$ cat src/rtl/mcf_pkg.sv
package mcf_pkg;
    typedef enum logic [2:0] {
        ST_IDLE,
        ST_FETCH,
        ST_GAP,
        ST_SAMPLE,
        ST_DONE
    } mcf_state_e;

    localparam logic [7:0] LIST_END = 8'hFF;
endpackage

$ cat src/rtl/mcf_client_lut.sv
module mcf_client_lut #(
    parameter int NUM_PART    = 4,
    parameter int MAX_CLIENTS = 4,
    parameter int CTRL_W      = 32,
    parameter logic [NUM_PART*MAX_CLIENTS*8-1:0] TABLE = '1,
    localparam int PART_W = (NUM_PART > 1) ? $clog2(NUM_PART) : 1,
    localparam int SLOT_W = $clog2(MAX_CLIENTS + 1),
    localparam int IDX_W  = $clog2(CTRL_W)
) (
    input  logic [PART_W-1:0] part,
    input  logic [SLOT_W-1:0] slot,
    output logic [IDX_W-1:0]  client,
    output logic              is_end
);
    logic [7:0] entry;

    always_comb begin
        int pos;
        pos   = int'(part) * MAX_CLIENTS + int'(slot);
        entry = mcf_pkg::LIST_END;
        if (int'(slot) < MAX_CLIENTS && int'(part) < NUM_PART) begin
            entry = TABLE[pos*8 +: 8];
        end
        is_end = (entry == mcf_pkg::LIST_END) || (int'(entry) >= CTRL_W);
        client = entry[IDX_W-1:0];
    end
endmodule

$ cat src/rtl/mcf_gap_timer.sv
module mcf_gap_timer #(
    parameter int DELAY = 1000,
    localparam int DLY_W = $clog2(DELAY + 1)
) (
    input  logic clk,
    input  logic rst_n,
    input  logic load,
    output logic fire
);
    logic [DLY_W-1:0] cnt_q;

    always_ff @(posedge clk) begin
        if (!rst_n) begin
            cnt_q <= '0;
        end else if (load) begin
            cnt_q <= DLY_W'(DELAY);
        end else if (cnt_q != '0) begin
            cnt_q <= cnt_q - 1'b1;
        end
    end

    assign fire = (cnt_q == DLY_W'(1));
endmodule

$ cat src/rtl/mcf_stable_sampler.sv
module mcf_stable_sampler #(
    parameter int W        = 32,
    parameter int DEBOUNCE = 5,
    localparam int DB_W = $clog2(DEBOUNCE + 1)
) (
    input  logic         clk,
    input  logic         rst_n,
    input  logic         start,
    input  logic [W-1:0] stat,
    output logic         done,
    output logic         ok,
    output logic [W-1:0] value
);
    logic            busy_q;
    logic [W-1:0]    ref_q;
    logic [DB_W-1:0] cnt_q;

    always_ff @(posedge clk) begin
        if (!rst_n) begin
            busy_q <= 1'b0;
            ref_q  <= '0;
            cnt_q  <= '0;
            done   <= 1'b0;
            ok     <= 1'b0;
        end else begin
            done <= 1'b0;
            if (start) begin
                ref_q  <= stat;
                cnt_q  <= '0;
                busy_q <= 1'b1;
            end else if (busy_q) begin
                if (stat != ref_q) begin
                    busy_q <= 1'b0;
                    done   <= 1'b1;
                    ok     <= 1'b0;
                end else if (cnt_q == DB_W'(DEBOUNCE - 1)) begin
                    busy_q <= 1'b0;
                    done   <= 1'b1;
                    ok     <= 1'b1;
                end else begin
                    cnt_q <= cnt_q + 1'b1;
                end
            end
        end
    end

    assign value = ref_q;
endmodule

$ cat src/rtl/mc_flush_ctrl.sv
module mc_flush_ctrl #(
    parameter int NUM_PART    = 4,
    parameter int MAX_CLIENTS = 4,
    parameter int CTRL_W      = 32,
    parameter int POLL_DELAY  = 1000,
    parameter int DEBOUNCE    = 5,
    parameter logic [NUM_PART*MAX_CLIENTS*8-1:0] CLIENT_TABLE = {
        8'hFF, 8'hFF, 8'hFF, 8'd12,
        8'hFF, 8'hFF, 8'hFF, 8'hFF,
        8'hFF, 8'hFF, 8'd4,  8'd5,
        8'hFF, 8'hFF, 8'd17, 8'd8
    },
    localparam int PART_W = (NUM_PART > 1) ? $clog2(NUM_PART) : 1,
    localparam int SLOT_W = $clog2(MAX_CLIENTS + 1),
    localparam int IDX_W  = $clog2(CTRL_W)
) (
    input  logic              clk,
    input  logic              rst_n,
    input  logic              req_valid,
    input  logic              req_flush,
    input  logic [PART_W-1:0] req_part,
    output logic              ack,
    output logic [CTRL_W-1:0] hr_ctrl,
    input  logic [CTRL_W-1:0] hr_stat
);
    import mcf_pkg::*;

    mcf_state_e        state, state_nx;
    logic              op_flush;
    logic [PART_W-1:0] op_part;
    logic [SLOT_W-1:0] slot;
    logic [CTRL_W-1:0] ctrl_q;

    logic [IDX_W-1:0]  client;
    logic              is_end;
    logic              tmr_load, tmr_fire;
    logic              smp_start, smp_done, smp_ok;
    logic [CTRL_W-1:0] smp_val;
    logic              accepted;

    mcf_client_lut #(
        .NUM_PART(NUM_PART), .MAX_CLIENTS(MAX_CLIENTS),
        .CTRL_W(CTRL_W), .TABLE(CLIENT_TABLE)
    ) u_lut (
        .part(op_part), .slot(slot), .client(client), .is_end(is_end)
    );

    mcf_gap_timer #(.DELAY(POLL_DELAY)) u_tmr (
        .clk(clk), .rst_n(rst_n), .load(tmr_load), .fire(tmr_fire)
    );

    mcf_stable_sampler #(.W(CTRL_W), .DEBOUNCE(DEBOUNCE)) u_smp (
        .clk(clk), .rst_n(rst_n), .start(smp_start), .stat(hr_stat),
        .done(smp_done), .ok(smp_ok), .value(smp_val)
    );

    assign accepted  = smp_done && smp_ok && smp_val[client];
    assign smp_start = (state == ST_GAP) && tmr_fire;
    assign tmr_load  = ((state == ST_FETCH) && !is_end && op_flush) ||
                       ((state == ST_SAMPLE) && smp_done && !accepted);

    always_comb begin
        state_nx = state;
        unique case (state)
            ST_IDLE:   if (req_valid) state_nx = ST_FETCH;
            ST_FETCH:  if (is_end) state_nx = ST_DONE;
                       else if (op_flush) state_nx = ST_GAP;
            ST_GAP:    if (tmr_fire) state_nx = ST_SAMPLE;
            ST_SAMPLE: if (smp_done) state_nx = accepted ? ST_FETCH : ST_GAP;
            ST_DONE:   state_nx = ST_IDLE;
            default:   state_nx = ST_IDLE;
        endcase
    end

    always_ff @(posedge clk) begin
        if (!rst_n) state <= ST_IDLE;
        else        state <= state_nx;
    end

    always_ff @(posedge clk) begin
        if (!rst_n) begin
            op_flush <= 1'b0;
            op_part  <= '0;
            slot     <= '0;
            ctrl_q   <= '0;
        end else begin
            unique case (state)
                ST_IDLE: if (req_valid) begin
                    op_flush <= req_flush;
                    op_part  <= req_part;
                    slot     <= '0;
                end
                ST_FETCH: if (!is_end) begin
                    if (op_flush) begin
                        ctrl_q[client] <= 1'b1;
                    end else begin
                        ctrl_q[client] <= 1'b0;
                        slot           <= slot + 1'b1;
                    end
                end
                ST_SAMPLE: if (accepted) slot <= slot + 1'b1;
                default: ;
            endcase
        end
    end

    assign hr_ctrl = ctrl_q;
    assign ack     = (state == ST_DONE);
endmodule

$ cat config.mk
export PLATFORM = sky130hd
export DESIGN_NAME = mc_flush_ctrl
export DESIGN_NICKNAME = d
export VERILOG_FILES = /design/src/rtl/mcf_pkg.sv /design/src/rtl/mcf_client_lut.sv /design/src/rtl/mcf_gap_timer.sv /design/src/rtl/mcf_stable_sampler.sv /design/src/rtl/mc_flush_ctrl.sv
export SDC_FILE = /design/constraint.sdc
export NUM_CORES = 1
export LEC_CHECK = 0
export ABC_AREA = 1
export CORE_ASPECT_RATIO = 0.5
export CORE_MARGIN = 2
export CORE_UTILIZATION = 55
export CTS_CLUSTER_DIAMETER = 30
export CTS_CLUSTER_SIZE = 12
export DETAILED_ROUTE_END_ITERATION = 12
export DONT_BUFFER_PORTS = 1
export GPL_ROUTABILITY_DRIVEN = 0
export GPL_TIMING_DRIVEN = 0
export PLACE_DENSITY = 0.73
export SETUP_SLACK_MARGIN = 0.4
export SKIP_LAST_GASP = 1
export SLEW_MARGIN = 30
export SYNTH_ARGS = -nofsm -noshare
export SYNTH_HDL_FRONTEND = slang
export SYNTH_SLANG_ARGS = --single-unit
$ cat constraint.sdc
create_clock -name clk -period 2.31 [get_ports clk]
set_input_delay 0.3465 -clock clk [delete_from_list [all_inputs] [get_ports clk]]
set_output_delay 0.3465 -clock clk [all_outputs]
set_load 0.05 [all_outputs]
==> impl_metrics.toml, run 1 <==
[run_status]
status = "complete, but fails checks"
violations = "setup timing"

[clock_network]
clk_pin_slew_worst_paths_ns = 0.07
numCtsBuffers = 9
clock_path_buffers = 2
cts_sinks = 89
clk_latency_ns = 0.35
cts_hold_buf = 0
cts.root.buffer_cell = "clkbuf_16"
cts_tree = "built"
htreeDepth = 3

[finish]
final_core_util = 0.709
stdcell_count = 776
nFillCells = 617
mostFrequentLayoutCells = "nand2_1, inv_1, dfxtp_1"
final_common_cell = "nand2_1"
regArea_um2 = 1790
drive_gt1_frac = 0.256
synthToLayoutAreaGrowth_pct = 25.0
nNetsFinal = 706
n_antenna_cell = 0
multiInputGateArea_um2 = 2600

[sta]
slew_violations = 0
rsz0062_at_grt = "yes"
worst_slack_ns = -0.150
min_period_ns = 2.46
hold_viol = 0
fin_skew_ns = 0.00738
finalSetupViolations = 15
fin_crit_sh = 1.07
slew_headroom = 0.396
hold_slack_ns = 0.159
tightestPinTransition_ns = 0.901
fmax_mhz = 406

[hold_path]
min_to = "op_part[0]"
min_from = "req_part[0]"
hold_path.class = "in2reg"
hold_depth = 2

[routing]
vias = 4177
dr.pass1.iters = 5
drt_iter0_drc = 280
drt-total-wl_mm = 11.8
drc = 0
vias_per_cell = 5.38
routedWlPerCell_um = 15.2
drtAntennaViolNets = 0

[power_and_ir_drop]
leakagePower_nw = 2.50
netSwitchingFraction = 0.417
internal-power_w = 0.00391
powerDensity_nw_per_um2 = 1180
irDropWorstVdd_uv = 530
combinationalPowerShare = 0.484
seq_power_share = 0.281
p_sw_w = 0.00279
clockPowerShare = 0.235

[synthesis]
yosysTopAreaCellShare = 0.391
ys_seq_elements = 89
syn_area_um2 = 4550
ys_types = 42
synthesis.nets = 659
syn_area_per_cell_um2 = 7.44
yosys-top-cells-area = "dfxtp_1, nand2_1, inv_1, a21oi_1, o21ai_0"
ys_seq_area_frac = 0.391
synthCells = 612
yosysWarnings = 0
synth_area_leader_cell = "dfxtp_1"

[global_routing]
gr-total-overflow = 0
grt.total_usage = 0.256
antenna_found_initial = 0
grt_pass1_vias = 3896
grt_pass1_wl_mm = 18.2
grt_max_degree = 19

[worst_setup_path]
timing.rr.end = "u_tmr.cnt_q[9]"
ff2ff_setup_slack_ns = -0.15
startpoint_type = "flop"
arrival_ns = 2.71
cp_max_fo = 8
path_class = "reg2reg"
endpoint_kind = "flop"
required_ns = 2.56
reg2reg_depth = 18
timing.rr.start = "slot[2]"

[die]
die_y_um = 68.3
initial_core_util = 0.567
core_um2 = 8030
dieArea_um2 = 9070
num_rows = 23
die_w_um = 133
ios = 71

[place]
dp_cells = 724
portBuffers = 0
hpwl_mm = 7.67

[flow_run]
drv_cap = 0
## critical path, stage by stage, from the launching register on
cell      delay [ns]
dfxtp_4         0.36
ha_4            0.16
ha_4            0.30
inv_6           0.05
nand2_4         0.07
nand3_4         0.14
nand2_8         0.16
clkinv_8        0.09
buf_4           0.15
nand2_1         0.09
nand3_2         0.08
nand3_2         0.07
nand2_2         0.06
nand2_2         0.07
nand3_4         0.15
nand2_8         0.13
o211ai_1        0.10
nand2_1         0.09
inv_1           0.04
## logic make-up (layout without fill, tap and decap cells)
family / count (synthesis) / in the layout / share of synthesized area
adders and majority gates: 9 / 9 / 0.0247
and+or+nand+nor: 250 / 252 / 0.284
xor gates and xnor gates: 27 / 27 / 0.0519
buffers and inverters: 127 / 177 / 0.115
AOI/OAI and AO/OA: 110 / 110 / 0.133
DFF: 89 / 89 / 0.391
## repair_timing
action | CTS | global route
resized for setup | 26 | 49
pin swaps | 15 | 21
endpoints found under the setup margin | 38 | 53
cloned | 3 | 0
setup buffers | 14 | 19
## Yosys cell counts, drive strengths merged
library cell / count
a311oi: 3
dfxtp: 89
nor3b: 1
nand3: 46
o22ai: 1
nand2: 117
xnor2: 22
nor2: 37
nor3: 12
a221oi: 1
a211oi: 2
xor2: 5
o21ai: 43
clkbuf: 12
a31oi: 1
buf: 6
bufinv: 1
o211ai: 3
a21oi: 55
ha: 9
a22oi: 1
or2: 13
inv: 108
nor4: 9
nand4: 14
nand3b: 1
## cell type report
| cell class | instances | share of cell area |
|---|---|---|
| repair buffers | 34 | 0.0525 |
| clock buffers | 9 | 0.0396 |
| well taps | 112 | 0.0246 |
| flip-flops and latches | 89 | 0.314 |
| plain buffers | 18 | 0.0178 |
| inverters | 109 | 0.0791 |
| clock inverters | 7 | 0.0163 |
| multi-input cells | 398 | 0.456 |
## how the worst max path moves through the flow
stage | from | cells past startpoint | end
after global placement | slot[2] | 19 | u_tmr.cnt_q[9]
after floorplan | slot[2] | 19 | slot[2]
after CTS | slot[2] | 19 | slot[2]
after global routing | slot[2] | 18 | u_tmr.cnt_q[7]
final | slot[2] | 18 | u_tmr.cnt_q[9]
after detailed placement | slot[2] | 19 | u_tmr.cnt_q[9]
## per-layer routing
layer  up-vias  share of wire  track usage
li1       2068              -            -
met1      1951           0.43        0.302
met2       140           0.48        0.460
met3        18          0.083       0.0785
met4         0          0.015       0.0793
met5         -              0            0
## power groups by stage
stage / logic, W / registers, W / clock network (W)
2_1_floorplan: 0.00196 / 0.00187 / 0
3_3_place_gp: 0.00229 / 0.00190 / 0
3_5_place_dp: 0.00234 / 0.00190 / 0
4_1_cts: 0.00273 / 0.00187 / 0.00158
5_1_grt: 0.00352 / 0.00190 / 0.00165
6_report: 0.00324 / 0.00188 / 0.00157
## metrics by stage
| stage | TNS [ns] | cell area, um^2 | total power (W) | setup slack [ns] |
|---|---|---|---|---|
| 2_1_floorplan | 0 | 4660 | 0.00383 | 0.177 |
| 3_3_place_gp | -0.103 | 4800 | 0.00419 | -0.0308 |
| 3_5_place_dp | -0.284 | 4800 | 0.00424 | -0.0531 |
| 4_1_cts | -0.0492 | 5390 | 0.00619 | -0.0216 |
| 5_1_grt | -3.07 | 5690 | 0.00708 | -0.255 |
| 6_report | -1.53 | 5690 | 0.00670 | -0.150 |
Note: power is estimated with default switching activity, not from simulation.
==> run 2: changes to the inputs <==
--- a/config.mk
+++ b/config.mk
@@ -15,7 +15,7 @@
 export DONT_BUFFER_PORTS = 1
 export GPL_ROUTABILITY_DRIVEN = 0
 export GPL_TIMING_DRIVEN = 0
-export PLACE_DENSITY = 0.73
+export PLACE_DENSITY = 0.7
 export SETUP_SLACK_MARGIN = 0.4
 export SKIP_LAST_GASP = 1
 export SLEW_MARGIN = 30
==> constraint.sdc (replaced) <==
create_clock -name clk -period 2.3 [get_ports clk]
set_input_delay 0.345 -clock clk [delete_from_list [all_inputs] [get_ports clk]]
set_output_delay 0.345 -clock clk [all_outputs]
set_load 0.05 [all_outputs]
==> impl_metrics.toml, run 2 (synthesis gave the netlist of run 1 again) <==
[power_and_ir_drop]
combinationalPowerShare = 0.474
powerDensity_nw_per_um2 = 1140
clockPowerShare = 0.231
leakagePower_nw = 2.49
netSwitchingFraction = 0.414
seq_power_share = 0.295
finalPower_w = 0.00641
irDropWorstVdd_uv = 547
p_sw_w = 0.00265
internal-power_w = 0.00376

[place]
preCtsSetupSlack_ns = -0.0905
dp_cells = 724
hpwl_mm = 7.67
portBuffers = 0

[finish]
nNetsFinal = 704
synthToLayoutAreaGrowth_pct = 23.1
final_common_cell = "nand2_1"
stdcell_count = 774
final_core_util = 0.698
drive_gt1_frac = 0.252
mostFrequentLayoutCells = "nand2_1, inv_1, dfxtp_1"
nFillCells = 657
n_antenna_cell = 0

[die]
core_um2 = 8030
die_w_um = 133
initial_core_util = 0.567
ios = 71
num_rows = 23
dieArea_um2 = 9070
die_y_um = 68.3

[worst_setup_path]
arrival_ns = 2.65
startpoint_type = "flop"
path_class = "reg2reg"
cp_max_fo = 7
endpoint_kind = "flop"
cp_num_buf_inv = 3
crit_family = "simple AND/OR/NAND/NOR gates"
required_ns = 2.52
slowest_stage = "dfxtp_4"
crit_top_cell = "nand2_2"
crit_chain = "ha_4 -> ha_4 -> inv_6 -> nand2_4 -> nand3_4 -> buf_4 -> buf_4 -> nand4_1 -> nand4_1 -> nand3_2 -> nand2_2 -> nand2_2 -> nand3_4 -> nand2_4 -> nand2_2 -> nand2_2 -> a21oi_2"
max_stage_delay_ns = 0.36

[hold_path]
hold_path.class = "in2reg"

[sta]
rsz0062_at_grt = "yes"
slew_violations = 0
finalSetupViolations = 15
hold_viol = 0
fmax_mhz = 411
fin_crit_sh = 1.06
slew_headroom = 0.418
worst_slack_ns = -0.135
finalSetupTns_ns = -1.20
min_period_ns = 2.43
fin_skew_ns = 0.00680
tightestPinTransition_ns = 0.869

[flow_run]
drv_cap = 0

[routing]
dr.pass1.iters = 5
drtAntennaViolNets = 0
drt-total-wl_mm = 11.4
vias = 4059
vias_per_cell = 5.24
drt_iter0_drc = 233
drc = 0
routedWlPerCell_um = 14.7

[global_routing]
grt_max_degree = 20
grt.total_usage = 0.244
gr-total-overflow = 0
grt_pass1_vias = 3727
grt_pass1_wl_mm = 17.2
antenna_found_initial = 0

[run_status]
status = "complete, but fails checks"
violations = "setup timing"

[clock_network]
clk_latency_ns = 0.35
cts_tree = "built"
clk_pin_slew_worst_paths_ns = 0.07
clock_path_buffers = 2
cts_sinks = 89
numCtsBuffers = 9
cts.root.buffer_cell = "clkbuf_16"
cts_hold_buf = 0
htreeDepth = 3
[run 2: final cells by class]
cell class	count	area [um^2]	area share
multi-input combinational	396	2510	0.448
buffer	18	101	0.0181
timing repair inverter	1	8.76	0.00156
clock buffer	9	225	0.0402
tap	112	140	0.0250
sequential	89	1790	0.319
timing repair buffer	33	300	0.0535
inverter	109	448	0.0799
clock inverter	7	83.8	0.0149
[run 2: power by group through the flow]
stage / clock network [W] / registers, W / logic, W
4_1_cts: 0.00150 / 0.00188 / 0.00261
3_3_place_gp: 0 / 0.00191 / 0.00232
6_report: 0.00148 / 0.00189 / 0.00304
3_5_place_dp: 0 / 0.00191 / 0.00236
2_1_floorplan: 0 / 0.00188 / 0.00197
5_1_grt: 0.00157 / 0.00191 / 0.00333
[run 2: metrics by stage]
step,cell area [um^2],hold WS (ns)
detailed placement,4800,0.454
CTS,5280,0.140
global route,5610,0.153
global placement,4800,0.446
finish,5610,0.146
floorplan,4660,0.436
[run 2: path summary, 6_finish.rpt]
check                                     start               to  slack (ns)  cells after the start
worst max-delay path                    slot[2]          slot[2]       -0.13                     17
worst min-delay path                req_part[0]       op_part[0]        0.15                      2
worst max register to register          slot[2]          slot[2]       -0.13                     17
worst min register to register  u_smp.value[26]  u_smp.value[26]        0.46                      2
[run 2: timing repair]
action / CTS / global route
cloned: 1 / 1
endpoints found under the setup margin: 41 / 58
buffers inserted: 10 / 22
gates resized for setup: 18 / 49
pin swaps: 12 / 19
[run 2: layer usage]
layer	global-route usage	up-vias	wire, um
met5	0	-	0
met4	0.0820	0	203
met3	0.0756	23	842
met2	0.429	129	5350
met1	0.292	1845	5020
li1	-	2062	-
==> run 3: changes to the inputs <==
--- a/config.mk
+++ b/config.mk
@@ -17,7 +17,6 @@
 export GPL_TIMING_DRIVEN = 0
 export PLACE_DENSITY = 0.7
 export SETUP_SLACK_MARGIN = 0.4
-export SKIP_LAST_GASP = 1
 export SLEW_MARGIN = 30
 export SYNTH_ARGS = -nofsm -noshare
 export SYNTH_HDL_FRONTEND = slang
==> impl_metrics.toml, run 3 (synthesis gave the netlist of run 1 again) <==
[finish]
stdcell_count = 771
synthToLayoutAreaGrowth_pct = 22.8
drive_gt1_frac = 0.252
final_common_cell = "nand2_1"
n_antenna_cell = 0
final_core_util = 0.696
nNetsFinal = 701
mostFrequentLayoutCells = "nand2_1, inv_1, dfxtp_1"

[worst_setup_path]
ff2ff_setup_slack_ns = -0.09
timing.rr.start = "slot[2]"
reg2reg_depth = 19
endpoint_kind = "flop"
timing.rr.end = "slot[2]"
arrival_ns = 2.60
path_class = "reg2reg"
required_ns = 2.52
startpoint_type = "flop"
cp_max_fo = 9

[hold_path]
min_from = "req_part[0]"
hold_depth = 2
hold_path.class = "in2reg"
min_to = "op_part[0]"

[global_routing]
antenna_found_initial = 0
top_usage_layer = "met2"
grt_util_met2 = 0.429
grt_pass1_wl_mm = 17.2
grt_max_degree = 20
met1_usage = 0.292
grt_pass1_vias = 3733
grt.total_usage = 0.244
met3_usage = 0.0756
gr-total-overflow = 0

[die]
die_w_um = 133
dieArea_um2 = 9070
core_um2 = 8030
die_y_um = 68.3
num_rows = 23
initial_core_util = 0.567
ios = 71

[power_and_ir_drop]
leakagePower_nw = 2.48
powerDensity_nw_per_um2 = 1130
irDropWorstVdd_uv = 546

[sta]
finalSetupTns_ns = -0.555
finalSetupViolations = 12
fin_skew_ns = 0.00703
slew_headroom = 0.418
slew_violations = 0
rsz0062_at_grt = "yes"
tightestPinTransition_ns = 0.869
min_period_ns = 2.39
hold_viol = 0
fmax_mhz = 419
fin_crit_sh = 1.04
worst_slack_ns = -0.0872
hold_slack_ns = 0.145

[clock_network]
numCtsBuffers = 9
cts_sinks = 89
cts_tree = "built"
clk_pin_slew_worst_paths_ns = 0.07
cts.root.buffer_cell = "clkbuf_16"
clk_latency_ns = 0.35
htreeDepth = 3
clock_path_buffers = 2

[place]
dp_cells = 724
hpwl_mm = 7.67
portBuffers = 0
preCtsSetupSlack_ns = -0.0905

[routing]
drt_iter0_drc = 223
drtAntennaViolNets = 0
routedWlPerCell_um = 14.6
dr.pass1.iters = 5
vias = 4042
drc = 0
vias_per_cell = 5.24
drt-total-wl_mm = 11.2

[run_status]
status = "complete, but fails checks"
violations = "setup timing"

[flow_run]
drv_cap = 0
## run 3: cell count changes in the layout (fill, tap and decap cells not counted)
| cell | previous run | this run |
|---|---|---|
| buf_12 | 3 | 2 |
| buf_6 | 3 | 5 |
| nor4_1 | 3 | 4 |
| or2_2 | 13 | 12 |
| nor4_2 | 4 | 3 |
| nand3_1 | 24 | 21 |
| or2_4 | 0 | 1 |
| nand3_2 | 19 | 22 |
| buf_4 | 29 | 25 |
## run 3: worst max-delay path, stage by stage, from the launching register on
cell and delay [ns]:
dfxtp_4 0.36, ha_4 0.16, ha_4 0.30, nand3_4 0.10, nand2_4 0.11, inv_4 0.05, nand2_8 0.11, nand2_8 0.09
nand2_2 0.06, nand2_1 0.06, nand2_1 0.07, nand3_2 0.09, nand3_2 0.08, nand2_2 0.05, nand2_2 0.08, nand3_4 0.13
nand2_4 0.16, nand2_2 0.06, nand2_2 0.08, a21oi_2 0.04
## run 3: cell type report
type | instances | area (um^2)
fill | 667 | 2440
multi-input combinational | 396 | 2520
buffer | 18 | 101
timing repair buffer | 30 | 273
clock inverter | 7 | 83.8
inverter | 109 | 448
sequential | 89 | 1790
tap | 112 | 140
clock buffer | 9 | 225
timing repair inverter | 1 | 8.76
## run 3: worst max path at each step
stage                  from        endpoint
global placement    slot[2]  u_tmr.cnt_q[9]
global route        slot[2]         slot[0]
detailed placement  slot[2]         slot[2]
floorplan           slot[2]         slot[2]
CTS                 slot[2]  u_tmr.cnt_q[9]
finish              slot[2]         slot[2]
## run 3: where the power goes
part           switching (W)  internal, W  total [W]
combinational        0.00172      0.00121    0.00294
sequential          0.000191      0.00170    0.00189
clock               0.000700     0.000777    0.00148
total                0.00261      0.00369    0.00630
## run 3: what timing repair did
action / 4_1_cts / 5_1_grt
setup endpoints to repair: 41 / 58
resized for setup: 23 / 49
hold buffers: 0 / 0
pin swaps: 12 / 16
buffers inserted: 10 / 19
cloned: 1 / 1
## run 3: stage by stage
stage	total power, W	instance area (um^2)
4_1_cts	0.00601	5300
5_1_grt	0.00671	5590
6_report	0.00630	5590
3_5_place_dp	0.00427	4800
2_1_floorplan	0.00385	4660
3_3_place_gp	0.00423	4800
## run 3: per-layer routing
layer,routed length [um],vias up
met5,0,-
met4,184,0
met3,704,18
met2,5250,107
met1,5090,1858
li1,-,2059
